[src/rtl/xbt_pkg.sv]
package xbt_pkg;
  typedef enum logic [2:0] {
    ST_IDLE, ST_WAIT, ST_SRCH, ST_FIX, ST_SWEVAL, ST_POST, ST_DONE
  } xbt_state_e;
endpackage

[src/rtl/xbt_settle_timer.sv]
module xbt_settle_timer #(
  parameter int SETTLE_CYC = 64
) (
  input  logic clk_i,
  input  logic rst_ni,
  input  logic en_i,
  output logic done_o
);
  localparam int CW = $clog2(SETTLE_CYC + 1);
  logic [CW-1:0] cnt_q;

  always_ff @(posedge clk_i or negedge rst_ni) begin
    if (!rst_ni)                cnt_q <= '0;
    else if (!en_i || done_o)   cnt_q <= '0;
    else                        cnt_q <= cnt_q + 1'b1;
  end

  assign done_o = en_i && (cnt_q == CW'(SETTLE_CYC - 1));

  p_cnt_bound_r2: assert property (@(posedge clk_i) disable iff (!rst_ni)
    cnt_q < CW'(SETTLE_CYC));
endmodule

[src/rtl/xbt_trim_rules.sv]
module xbt_trim_rules #(
  parameter int TRIM_W = 4,
  parameter int OFFSET = 2,
  parameter int FLOOR  = 2
) (
  input  logic [TRIM_W-1:0] trim_i,
  input  logic [TRIM_W-1:0] mask_i,
  input  logic              hi_i,
  input  logic              lo_i,
  input  logic              lo_seen_i,
  output logic [TRIM_W-1:0] srch_res_o,
  output logic [TRIM_W-1:0] fix_res_o,
  output logic [TRIM_W-1:0] sw_res_o,
  output logic              sw_dec_o,
  output logic              sw_more_o,
  output logic              post_apply_o,
  output logic [TRIM_W-1:0] post_res_o,
  output logic [TRIM_W-1:0] chk_res_o
);
  localparam int MAXV = (1 << TRIM_W) - 1;
  localparam logic [TRIM_W-1:0] MAX_C = TRIM_W'(MAXV);
  localparam logic [TRIM_W-1:0] FLR_C = TRIM_W'(FLOOR);
  localparam logic [TRIM_W-1:0] SAT_C = TRIM_W'(MAXV - OFFSET);

  function automatic logic [TRIM_W-1:0] add_off(input logic [TRIM_W-1:0] t);
    return (t < SAT_C) ? t + TRIM_W'(OFFSET) : MAX_C;
  endfunction
  function automatic logic [TRIM_W-1:0] inc_sat(input logic [TRIM_W-1:0] t);
    return (t == MAX_C) ? t : t + 1'b1;
  endfunction
  function automatic logic [TRIM_W-1:0] dec_sat(input logic [TRIM_W-1:0] t);
    return (t == '0) ? t : t - 1'b1;
  endfunction

  logic [TRIM_W-1:0] sw_inc, chk_a, chk_b;

  always_comb begin
    srch_res_o   = lo_i ? (trim_i & ~mask_i) : trim_i;
    fix_res_o    = add_off(lo_i ? trim_i : inc_sat(trim_i));
    sw_inc       = lo_i ? trim_i : inc_sat(trim_i);
    sw_dec_o     = hi_i && (sw_inc > FLR_C);
    sw_res_o     = sw_dec_o ? sw_inc - 1'b1 : sw_inc;
    sw_more_o    = (hi_i || !lo_i) && (sw_res_o < MAX_C) && (sw_res_o > FLR_C);
    post_apply_o = !lo_seen_i || (trim_i < FLR_C);
    post_res_o   = add_off(trim_i);
    chk_a        = hi_i ? dec_sat(trim_i) : trim_i;
    chk_b        = lo_i ? chk_a : add_off(inc_sat(chk_a));
    chk_res_o    = (chk_b < FLR_C) ? FLR_C : chk_b;
  end
endmodule

[src/rtl/xtal_bias_trim.sv]
module xtal_bias_trim
  import xbt_pkg::*;
#(
  parameter int TRIM_W     = 4,
  parameter int OFFSET     = 2,
  parameter int FLOOR      = 2,
  parameter int SETTLE_CYC = 64
) (
  input  logic              clk_i,
  input  logic              rst_ni,
  input  logic              start_i,
  input  logic [TRIM_W-1:0] stored_trim_i,
  input  logic              hi_i,
  input  logic              lo_i,
  input  logic              check_i,
  output logic [TRIM_W-1:0] trim_o,
  output logic              busy_o,
  output logic              xtal_sel_o
);
  localparam logic [TRIM_W-1:0] UNSET = '1;
  localparam logic [TRIM_W-1:0] MSB   = TRIM_W'(1) << (TRIM_W - 1);

  xbt_state_e        state_q, ret_q;
  logic [TRIM_W-1:0] trim_q, mask_q;
  logic              lo_q, last_q, tmr_done;
  logic [TRIM_W-1:0] srch_res, fix_res, sw_res, post_res, chk_res;
  logic              sw_dec, sw_more, post_apply;

  xbt_settle_timer #(.SETTLE_CYC(SETTLE_CYC)) u_tmr (
    .clk_i(clk_i), .rst_ni(rst_ni),
    .en_i(state_q == ST_WAIT), .done_o(tmr_done)
  );

  xbt_trim_rules #(.TRIM_W(TRIM_W), .OFFSET(OFFSET), .FLOOR(FLOOR)) u_rules (
    .trim_i(trim_q), .mask_i(mask_q), .hi_i(hi_i), .lo_i(lo_i),
    .lo_seen_i(lo_q),
    .srch_res_o(srch_res), .fix_res_o(fix_res), .sw_res_o(sw_res),
    .sw_dec_o(sw_dec), .sw_more_o(sw_more), .post_apply_o(post_apply),
    .post_res_o(post_res), .chk_res_o(chk_res)
  );

  always_ff @(posedge clk_i or negedge rst_ni) begin
    if (!rst_ni) begin
      state_q <= ST_IDLE;
      ret_q   <= ST_IDLE;
      trim_q  <= '0;
      mask_q  <= '0;
      lo_q    <= 1'b0;
      last_q  <= 1'b0;
    end else begin
      unique case (state_q)
        ST_IDLE: if (start_i) begin
          state_q <= ST_WAIT;
          last_q  <= 1'b0;
          if (stored_trim_i == UNSET) begin
            trim_q <= MSB;
            mask_q <= MSB;
            ret_q  <= ST_SRCH;
          end else begin
            trim_q <= stored_trim_i;
            ret_q  <= ST_SWEVAL;
          end
        end
        ST_WAIT: if (tmr_done) state_q <= ret_q;
        ST_SRCH: begin
          state_q <= ST_WAIT;
          if (mask_q[0]) begin
            trim_q <= srch_res;      // settle final code before LO test
            ret_q  <= ST_FIX;
          end else begin
            trim_q <= srch_res | (mask_q >> 1);
            mask_q <= mask_q >> 1;
          end
        end
        ST_FIX: begin
          trim_q  <= fix_res;
          ret_q   <= ST_SWEVAL;
          state_q <= ST_WAIT;
        end
        ST_SWEVAL: begin
          trim_q  <= sw_res;
          lo_q    <= lo_i;
          if (sw_dec) last_q <= 1'b1;
          state_q <= sw_more ? ST_WAIT : ST_POST;
        end
        ST_POST: begin
          ret_q <= ST_DONE;
          if (post_apply) begin
            trim_q  <= post_res;
            state_q <= ST_WAIT;
          end else if (last_q) begin
            state_q <= ST_WAIT;
          end else begin
            state_q <= ST_DONE;
          end
        end
        ST_DONE: if (check_i) trim_q <= chk_res;
        default: state_q <= ST_IDLE;
      endcase
    end
  end

  assign trim_o     = trim_q;
  assign busy_o     = (state_q != ST_IDLE) && (state_q != ST_DONE);
  assign xtal_sel_o = (state_q == ST_DONE);

  p_busy_excl_r9: assert property (@(posedge clk_i) disable iff (!rst_ni)
    busy_o |-> !xtal_sel_o);
  p_sel_sticky_r9: assert property (@(posedge clk_i) disable iff (!rst_ni)
    xtal_sel_o |=> xtal_sel_o);
  p_settle_hold_r2: assert property (@(posedge clk_i) disable iff (!rst_ni)
    (state_q == ST_WAIT && !tmr_done) |=> $stable(trim_o));
  p_idle_ignore_r1: assert property (@(posedge clk_i) disable iff (!rst_ni)
    (!busy_o && !xtal_sel_o && !start_i) |=> $stable(trim_o));
  p_floor_r12: assert property (@(posedge clk_i) disable iff (!rst_ni)
    (xtal_sel_o && check_i) |=> (trim_o >= TRIM_W'(FLOOR)));
endmodule

[config.mk]
export PLATFORM = sky130hd
export DESIGN_NAME = xtal_bias_trim
export DESIGN_NICKNAME = d
export VERILOG_FILES = /design/src/rtl/xbt_pkg.sv /design/src/rtl/xbt_settle_timer.sv /design/src/rtl/xbt_trim_rules.sv /design/src/rtl/xtal_bias_trim.sv
export SDC_FILE = /design/constraint.sdc
export NUM_CORES = 1
export LEC_CHECK = 0
export ABC_CLOCK_PERIOD_IN_PS = 9750
export BUFFER_PORTS_ARGS = -buffer_cell sky130_fd_sc_hd__buf_2
export CAP_MARGIN = 10
export CORE_ASPECT_RATIO = 0.8
export CORE_MARGIN = 2
export CORE_UTILIZATION = 40
export DETAILED_ROUTE_END_ITERATION = 10
export HOLD_SLACK_MARGIN = 0.03
export PLACE_DENSITY = 0.56
export SLEW_MARGIN = 20
export SYNTH_ARGS = -nofsm -noshare
export SYNTH_HDL_FRONTEND = slang
export SYNTH_SLANG_ARGS = --single-unit
[constraint.sdc]
create_clock -name clk_i -period 9.75 [get_ports clk_i]
set_input_delay 0.4875 -clock clk_i [delete_from_list [all_inputs] [get_ports clk_i]]
set_output_delay 0.4875 -clock clk_i [all_outputs]
set_load 0.01 [all_outputs]
==> results.tsv, run 1 <==
metric	value	unit
ant_nets	0	
clk_path_buf_depth	2	
grt-ovfl-total	0	
numCtsBuffers	3	
hold_viol_final	0	
fp-row-count	25	
path_class	register to register	
root_buffer	clkbuf_8	
cts_max_level	1	
maxCapViolCount	0	
finalSetupViolations	0	
grt_pass1_vias	2168	
drc	0	
nets	348	
gp_congestion	0.906	
postCtsSetupBuffers	0	
whs	0.171	ns
synth_nets	344	
avgViaCountPerCell	5.95	
die_area	6810	um2
drtIter0Drc	207	
crit_required	9.93	ns
fmax	251	MHz
placed_area	2570	um2
first_pass_iters	5	
synth_warnings	0	
status	finished clean	
yosys-top-cells-count	nand2_1, nor2_1, a21oi_1	
grt.total_usage	0.201	
hpwl	4860	um
ys_top_cells_by_area	dfrtp_1, ha_1, a21oi_1, nand2_1, o21ai_0	
synth.most_common_cell	nand2_1	
synth_ff_type	dfrtp_1	
area_delta_synth_final	6.14	%
portBuffers	15	
synth_area	2470	um2
ys_ff_latch	23	
cts_sinks	23	
holdBufCountCts	0	
timing.final.crit_share	0.408	
die_w	91.8	um
skew	0.00443	ns
critPathArrivalTime	4.16	ns
core_area	5940	um2
yosysSeqAreaShare	0.233	
ctsResizeCount	0	
layout-drive-gt1-share	0.102	
grt_pass1_wl	11100	um
layout.cells.non_filler	404	
critPathCaptureType	register	
diodes	0	
vias	2405	
initial_core_util	0.415	
wirelength	6570	um
max_slew_margin	0.522	
rrSetupSlack	5.77	ns
antenna_found_initial	0	
place_ws	5.81	ns
maxSlewViolCount	0	
ios	16	
synth.distinct_cells	69	
synth_edf_count	0	
period_needed	3.98	ns
grt_max_degree	24	
synthArstFlopShare	1.00	
placed_cells	400	
fin_ws	5.77	ns
hp-class	primary input to asynchronous set/reset pin	
rsz0062_at_grt	no	
path_max_fanout	18	
stdcell_area	2620	um2
power_leakage	0.00108	uW
avgSynthCellArea	7.71	um2
ir_drop	0.143	mV
clk_pin_slew	0.09	ns
cellPowerDensity	349	nW/um2
synthCells	320	
clock_latency	0.28	ns
yosysTopAreaCell	dfrtp_1	
tightest_slew	0.717	ns
die_y	74.2	um
fin_setup_tns	0	ns
final.fill_count	610	
wl_per_cell	16.3	um
start_kind	register	
yosysTopAreaCellShare	0.233	
cts_tree	built	
[layout by cell type, fill, tap and decap left out, drive strengths merged, types with 4 or more instances in the layout]
cell type	count
nand2	31
nor2	29
a21oi	27
dfrtp	23
o21ai	23
inv	18
buf	15
ha	14
nor3	10
a31oi	9
nand3	9
nor2b	7
o211ai	6
a211oi	6
xnor2	5
a22o	5
mux2	4
nand2b	4
and2	4
nand4	4
a21boi	4
a221oi	4
[sequential cells by signal, summed over array words and instances (netlist names)]
| name | count |
|---|---|
| u_tmr.cnt_q | 7 |
| trim_o | 4 |
| state_q | 3 |
| ret_q | 3 |
| mask_q | 4 |
| last_q | 1 |
| lo_q | 1 |
[report_power, final]
part	internal [uW]	total, uW	switching, uW
combinational	265	632	367
clock	29.1	64.4	35.3
sequential	128	218	89.3
[routing by layer]
layer,wire length [um],part of all wire,vias up,global-route usage
met1,3350,0.51,1131,0.321
met3,396,0.060,6,0.0314
li1,-,-,1193,-
met2,2770,0.42,75,0.284
met5,0,0,-,0
met4,52,0.0079,0,0.0398
[worst max-delay path, cell delays in order, from the launching register on]
cell,delay [ns]
dfrtp_1,0.58
inv_1,0.16
ha_1,0.23
or3b_4,0.45
and3_4,0.20
nor2_1,0.17
ha_1,0.28
nor2b_1,0.19
o2111a_1,0.28
nor2_1,0.07
mux2_2,0.23
ha_1,0.20
a21oi_1,0.05
o21ai_0,0.16
nand4_1,0.12
or2_0,0.23
a221oi_1,0.28
[area by class of cell]
cell class	instances	area, um2	share of cell area
multi-input combinational	262	1750	0.667
sequential	23	576	0.220
tap	81	101	0.0387
timing repair buffer	15	75.1	0.0287
inverter	19	71.3	0.0272
clock buffer	3	41.3	0.0158
clock inverter	1	7.51	0.00287
[path summary, 6_finish.rpt]
| check | endpoint | depth (start not counted) | from |
|---|---|---|---|
| worst max-delay path | trim_o[3] | 16 | trim_o[0] |
| worst min-delay path | mask_q[1] | 1 | rst_ni |
| worst max register to register | trim_o[3] | 16 | trim_o[0] |
| worst min register to register | u_tmr.cnt_q[0] | 1 | u_tmr.cnt_q[0] |
| max in group asynchronous | state_q[0] | 1 | rst_ni |
| min in group clk_i | u_tmr.cnt_q[0] | 1 | u_tmr.cnt_q[0] |
[logic make-up after synthesis]
family / synth area share
compound gates: 0.318
xor+xnor: 0.0284
mux: 0.0304
buf+inv: 0.0588
flops: 0.233
fa+ha+maj: 0.0710
simple gates: 0.260
[through the flow]
step            util  power [uW]
2_1_floorplan      -         700
3_3_place_gp   0.432         845
3_5_place_dp   0.432         842
4_1_cts        0.440         911
5_1_grt        0.440        1010
6_report       0.440         914
No activity file was read; power rests on OpenSTA's default activity.
==> run 2: changes to the inputs <==
ABC_AREA = 1   (was default)
ABC_CLOCK_PERIOD_IN_PS = 3300   (was 9750)
PLACE_DENSITY = 0.58   (was 0.56)
clock period = 3.3 ns   (was 9.75 ns; I/O delays follow)
==> run 2 against run 1 <==
- clock-buffer cell count up 1
- first-iteration DRC count down 57%
- core utilization up 0.59 points
- fmax up 39%
- total power rose to 2.6 times the previous value
- synthesized cell count up 3.8%
- clock power rose to 2.7 times the previous value
- flip-flop and latch count unchanged
- sequential share of layout area up 1.9 points
- wire length down 13%
- critical path type unchanged
- critical endpoint is now trim_o[0]
==> results.tsv, run 2 <==
metric	value	unit
status	finished clean	
cts_max_level	1	
cts_tree	built	
yosysTopAreaCell	dfrtp_1	
critPathArrivalTime	3.04	ns
hpwl	4640	um
clock_latency	0.26	ns
synthArstFlopShare	1.00	
synth-adder-area-share	0.0790	
yosysTopAreaCellShare	0.260	
first_pass_iters	6	
crit_required	3.47	ns
path_buf_inv	4	
mostFrequentLayoutCells	nand2_1, inv_1, nor2_1	
root_buffer	clkbuf_8	
largest_reg_flops	7	
stdcell_area	2410	um2
gp_congestion	0.881	
synth.most_common_cell	nand2_1	
path_class	register to register	
synth_warnings	0	
path_common_cell	nand2_1	
yosys.area_share.xor_xnor	0.0119	
synth.distinct_cells	42	
maxCapViolCount	0	
nets	375	
critPathCaptureType	register	
synth_edf_count	0	
final_common_cell	nand2_1	
hold_viol_final	0	
rsz0062_at_grt	no	
numCtsBuffers	3	
grt_pass1_wl	9850	um
synth_nets	356	
grt_pass1_vias	2075	
synthSimpleGateAreaFrac	0.358	
clk_path_buf_depth	2	
die_w	87.2	um
finalSetupViolations	0	
regToRegStartpoint	trim_o[1]	
avgSynthCellArea	6.68	um2
synth_area	2220	um2
synth_ff_type	dfrtp_1	
rrSetupSlack	0.43	ns
yosys-top-cells-count	nand2_1, inv_1, nor2_1	
initial_core_util	0.410	
wl_per_cell	13.8	um
hp-class	primary input to register	
postCtsSetupBuffers	0	
timing.final.crit_share	0.870	
drtIter0Drc	90	
fmax	348	MHz
cts_sinks	23	
cpLargestDelayFamily	simple AND/OR/NAND/NOR gates	
crit_start	trim_o[1]	
max_slew_margin	0.500	
area_delta_synth_final	8.80	%
clk_pin_slew	0.08	ns
ys_top_cells_by_area	dfrtp_1, nand2_1, inv_1, ha_1, nand3_1	
muxShareOfSynthArea	0	
grt.total_usage	0.199	
synth_top_family_by_area	simple AND/OR/NAND/NOR gates	
ios	16	
diodes	0	
avgViaCountPerCell	5.20	
cp_cell_sequence	inv_2, ha_1, nand3b_1, nand2_1, ha_1, nand3_1, nor2_1, nand2_1, nand2_1, inv_1, ha_1, inv_1, nand3_1, nand2_1, nand3_1, nand2_1, nand3_1, nand2_1, nand3_1, nand2_1, inv_1	
synth_compound_area_frac	0.169	
ant_nets	0	
yosysSeqAreaShare	0.260	
tightest_slew	0.744	ns
worst_path_max_delay_cell	dfrtp_1	
ys_ff_latch	23	
regMostFlops	u_tmr.cnt_q	
critPathMaxStageDelay	0.44	ns
placed_area	2360	um2
wirelength	5710	um
synthCells	332	
die_y	70.6	um
fin_setup_tns	0	ns
grt_max_degree	24	
path_max_fanout	10	
die_area	6160	um2
portBuffers	15	
maxSlewViolCount	0	
core_area	5410	um2
cellPowerDensity	972	nW/um2
hold_start	start_i	
skew	0.00207	ns
vias	2157	
grt-ovfl-total	0	
start_kind	register	
antenna_found_initial	0	
period_needed	2.87	ns
fp-row-count	24	
layout-drive-gt1-share	0.174	
ir_drop	0.346	mV
power_leakage	0.00124	uW
drc	0	
==> run 2: changes by cell type after synthesis, sizes merged, moves of 5 or more <==
cell and delta:
inv +45, a211oi -6, clkbuf -8, a31oi -5, nand2 +58, nand3 +22
nor2b -7, a22o -5, a21oi -16
==> run 2: timing repair <==
item | 4_1_cts | 5_1_grt
gates resized for setup | 0 | 1
endpoints found under the hold margin | 23 | 0
hold buffers | 1 | 0
setup endpoints to repair | 0 | 2
==> run 2: layout make-up <==
class / count / area, um2
fill: 580 / 2990
multi-input combinational: 241 / 1370
sequential: 23 / 576
inverter: 64 / 241
timing repair buffer: 18 / 100
tap: 65 / 81.3
clock buffer: 4 / 45.0
==> run 2: final timing paths <==
path                            cells after the start              to
worst max-delay path                               21       trim_o[0]
max in group asynchronous                           2  u_tmr.cnt_q[5]
worst min register to register                      1  u_tmr.cnt_q[0]
worst max register to register                     21       trim_o[0]
worst min-delay path                                4          last_q
min in group asynchronous                           2        ret_q[0]
==> run 2: stage by stage <==
step | hold slack (ns) | setup WS (ns) | power [uW] | util | instances
CTS | 0.257 | 0.290 | 2360 | 0.446 | 415
detailed placement | 0.180 | 0.314 | 2170 | 0.436 | 410
floorplan | -0.131 | 0.620 | 1780 | - | 332
finish | 0.263 | 0.428 | 2340 | 0.446 | 415
global route | 0.282 | 0.0655 | 2630 | 0.446 | 415
global placement | 0.186 | 0.339 | 2160 | 0.436 | 410
==> run 2: per-layer routing <==
metal	global-route usage	up-vias	wire, um
met1	0.307	993	2950
met3	0.0292	8	225
met5	0	-	0
met4	0.0291	0	51
met2	0.301	38	2480
li1	-	1118	-
==> run 2: power breakdown <==
part | leakage [uW] | switching, uW | internal (uW) | total, uW
Clock | 0.0000228 | 90.3 | 86.3 | 177
Sequential | 0.000288 | 112 | 386 | 498
Combinational | 0.000929 | 1080 | 586 | 1670
Total | 0.00124 | 1290 | 1060 | 2340
==> run 2: cell families (layout without fill, tap and decap cells) <==
group | after synthesis | count (layout)
AOI/OAI and AO/OA | 55 | 55
buffers and inverters | 68 | 86
and+or+nand+nor | 169 | 169
adders and majority gates | 14 | 14
DFF | 23 | 23
xor gates and xnor gates | 3 | 3
==> run 2: tightest hold or removal path, stage by stage <==
cell     delay, ns
buf_2         0.10
nand2_1       0.06
nand2_1       0.07
o21ai_0       0.09
==> run 3: changes to the inputs <==
CORE_ASPECT_RATIO = 2   (was 0.8)
==> run 3 against run 2 <==
- sequential share of layout area hardly changed
- critical path depth stayed put
- via count is 2.9% higher
- clock power is 4% higher
- flip-flop and latch count stayed put
- die area is 0.53% higher
- first-iteration DRC count is 33% lower
- non-clock buffer count is 1 higher
- wire length is 11% higher
- cell count is 0.96% lower
- largest cell class unchanged
- critical endpoint unchanged
- global-route usage is 2.4 points higher
- worst hold slack worse by 0.019 ns
==> results.tsv, run 3 (synthesis results as in run 2) <==
metric	value	unit
grt_pass1_vias	2209	
grt-ovfl-total	0	
largest_reg_flops	7	
power_leakage	0.00124	uW
root_buffer	clkbuf_8	
cts_max_level	1	
first_pass_iters	5	
max_slew_margin	0.622	
top_layer	met4	
fmax	349	MHz
portBuffers	15	
grt_max_degree	24	
core_area	5370	um2
start_kind	register	
holdPathStages	4	
critPathArrivalTime	3.04	ns
grt_pass1_wl	10600	um
die_y	109	um
hold_viol_final	0	
place_ws	0.350	ns
hp-class	primary input to register	
reg2reg_depth	21	
dr_wl_met3	133	um
regMostFlops	u_tmr.cnt_q	
path_max_fanout	9	
final_common_cell	nand2_1	
cellPowerDensity	1000	nW/um2
drtIter0Drc	60	
nets	376	
period_needed	2.87	ns
ir_drop	0.513	mV
hpwl	5360	um
placed_area	2360	um2
final.fill_count	589	
r2r-end	trim_o[0]	
maxCapViolCount	0	
tightest_slew	0.563	ns
area_delta_synth_final	9.09	%
die_w	56.6	um
antenna_found_initial	0	
crit_required	3.48	ns
mostFrequentLayoutCells	nand2_1, inv_1, nor2_1	
wl_met1	2220	um
crit_start	trim_o[0]	
seqCellArea	577	um2
diodes	0	
ios	16	
die_area	6190	um2
grt.total_usage	0.223	
clk_pin_slew	0.09	ns
rsz0062_at_grt	no	
numCtsBuffers	3	
wl_met2	3460	um
clk_path_buf_depth	2	
layout-drive-gt1-share	0.179	
fin_setup_tns	0	ns
rrSetupSlack	0.43	ns
timing.final.crit_share	0.869	
cts_sinks	23	
gp_congestion	0.883	
initial_core_util	0.413	
ant_nets	0	
status	finished clean	
wirelength	6360	um
vias	2219	
stdcell_area	2420	um2
skew	0.00262	ns
drc	0	
regToRegStartpoint	trim_o[0]	
wl_per_cell	15.5	um
critPathCaptureType	register	
setup.worst_path.end	trim_o[0]	
multi_input_area	1370	um2
path_class	register to register	
fp-row-count	38	
clock_latency	0.27	ns
finalSetupViolations	0	
fin_ws	0.433	ns
avgViaCountPerCell	5.40	
maxSlewViolCount	0	
cts_tree	built	
-- run 3: routing by layer --
layer / up-vias / global-route usage
met4: 0 / 0.173
met2: 58 / 0.434
met1: 1014 / 0.208
met5: - / 0
li1: 1122 / -
met3: 25 / 0.0118
-- run 3: critical path: stages (launching register included) --
cell      delay, ns
dfrtp_2        0.46
inv_1          0.12
ha_1           0.34
nand3b_1       0.17
nand2_1        0.15
ha_1           0.19
nand3_1        0.12
nor2_1         0.15
nand2_1        0.07
nand2_1        0.08
inv_1          0.06
ha_1           0.18
inv_1          0.05
nand3_1        0.07
nand2_1        0.07
nand3_1        0.08
nand2_1        0.10
nand3_1        0.07
nand2_1        0.08
nand3_1        0.07
nand2_1        0.06
inv_1          0.03
-- run 3: where the power goes --
group	internal [uW]	leakage [uW]	total, uW	switching, uW
combinational	594	0.000935	1720	1130
sequential	387	0.000287	514	127
clock	85.7	0.0000217	184	98.3
total	1070	0.00124	2420	1350
-- run 3: cell type report --
cell class                      instances  share of cell area
Clock buffer                            3              0.0171
Clock inverter                          1             0.00310
Inverter                               64              0.0998
Multi-Input combinational cell        241               0.566
Sequential cell                        23               0.238
Tap cell                               60              0.0310
Timing Repair Buffer                   19              0.0445
-- run 3: timing repair --
| action | in CTS | in global routing |
|---|---|---|
| hold buffers | 1 | 0 |
| hold endpoints to repair | 23 | 0 |
| resized for setup | 0 | 1 |
| endpoints found under the setup margin | 0 | 2 |
| setup buffers | 0 | 0 |
-- run 3: stage by stage --
step,util,hold slack [ns],total power [uW],instances
floorplan,-,-0.131,1780,332
global placement,0.439,0.189,2230,406
detailed placement,0.439,0.188,2240,406
CTS,0.450,0.246,2430,411
global route,0.450,0.271,2700,411
finish,0.450,0.244,2420,411
-- run 3: worst min-delay path by stage --
stage	start	endpoint	slack, ns
floorplan	rst_ni	last_q	-0.13
global placement	rst_ni	mask_q[2]	0.19
detailed placement	rst_ni	u_tmr.cnt_q[0]	0.19
CTS	start_i	last_q	0.25
global route	start_i	last_q	0.27
finish	start_i	last_q	0.24
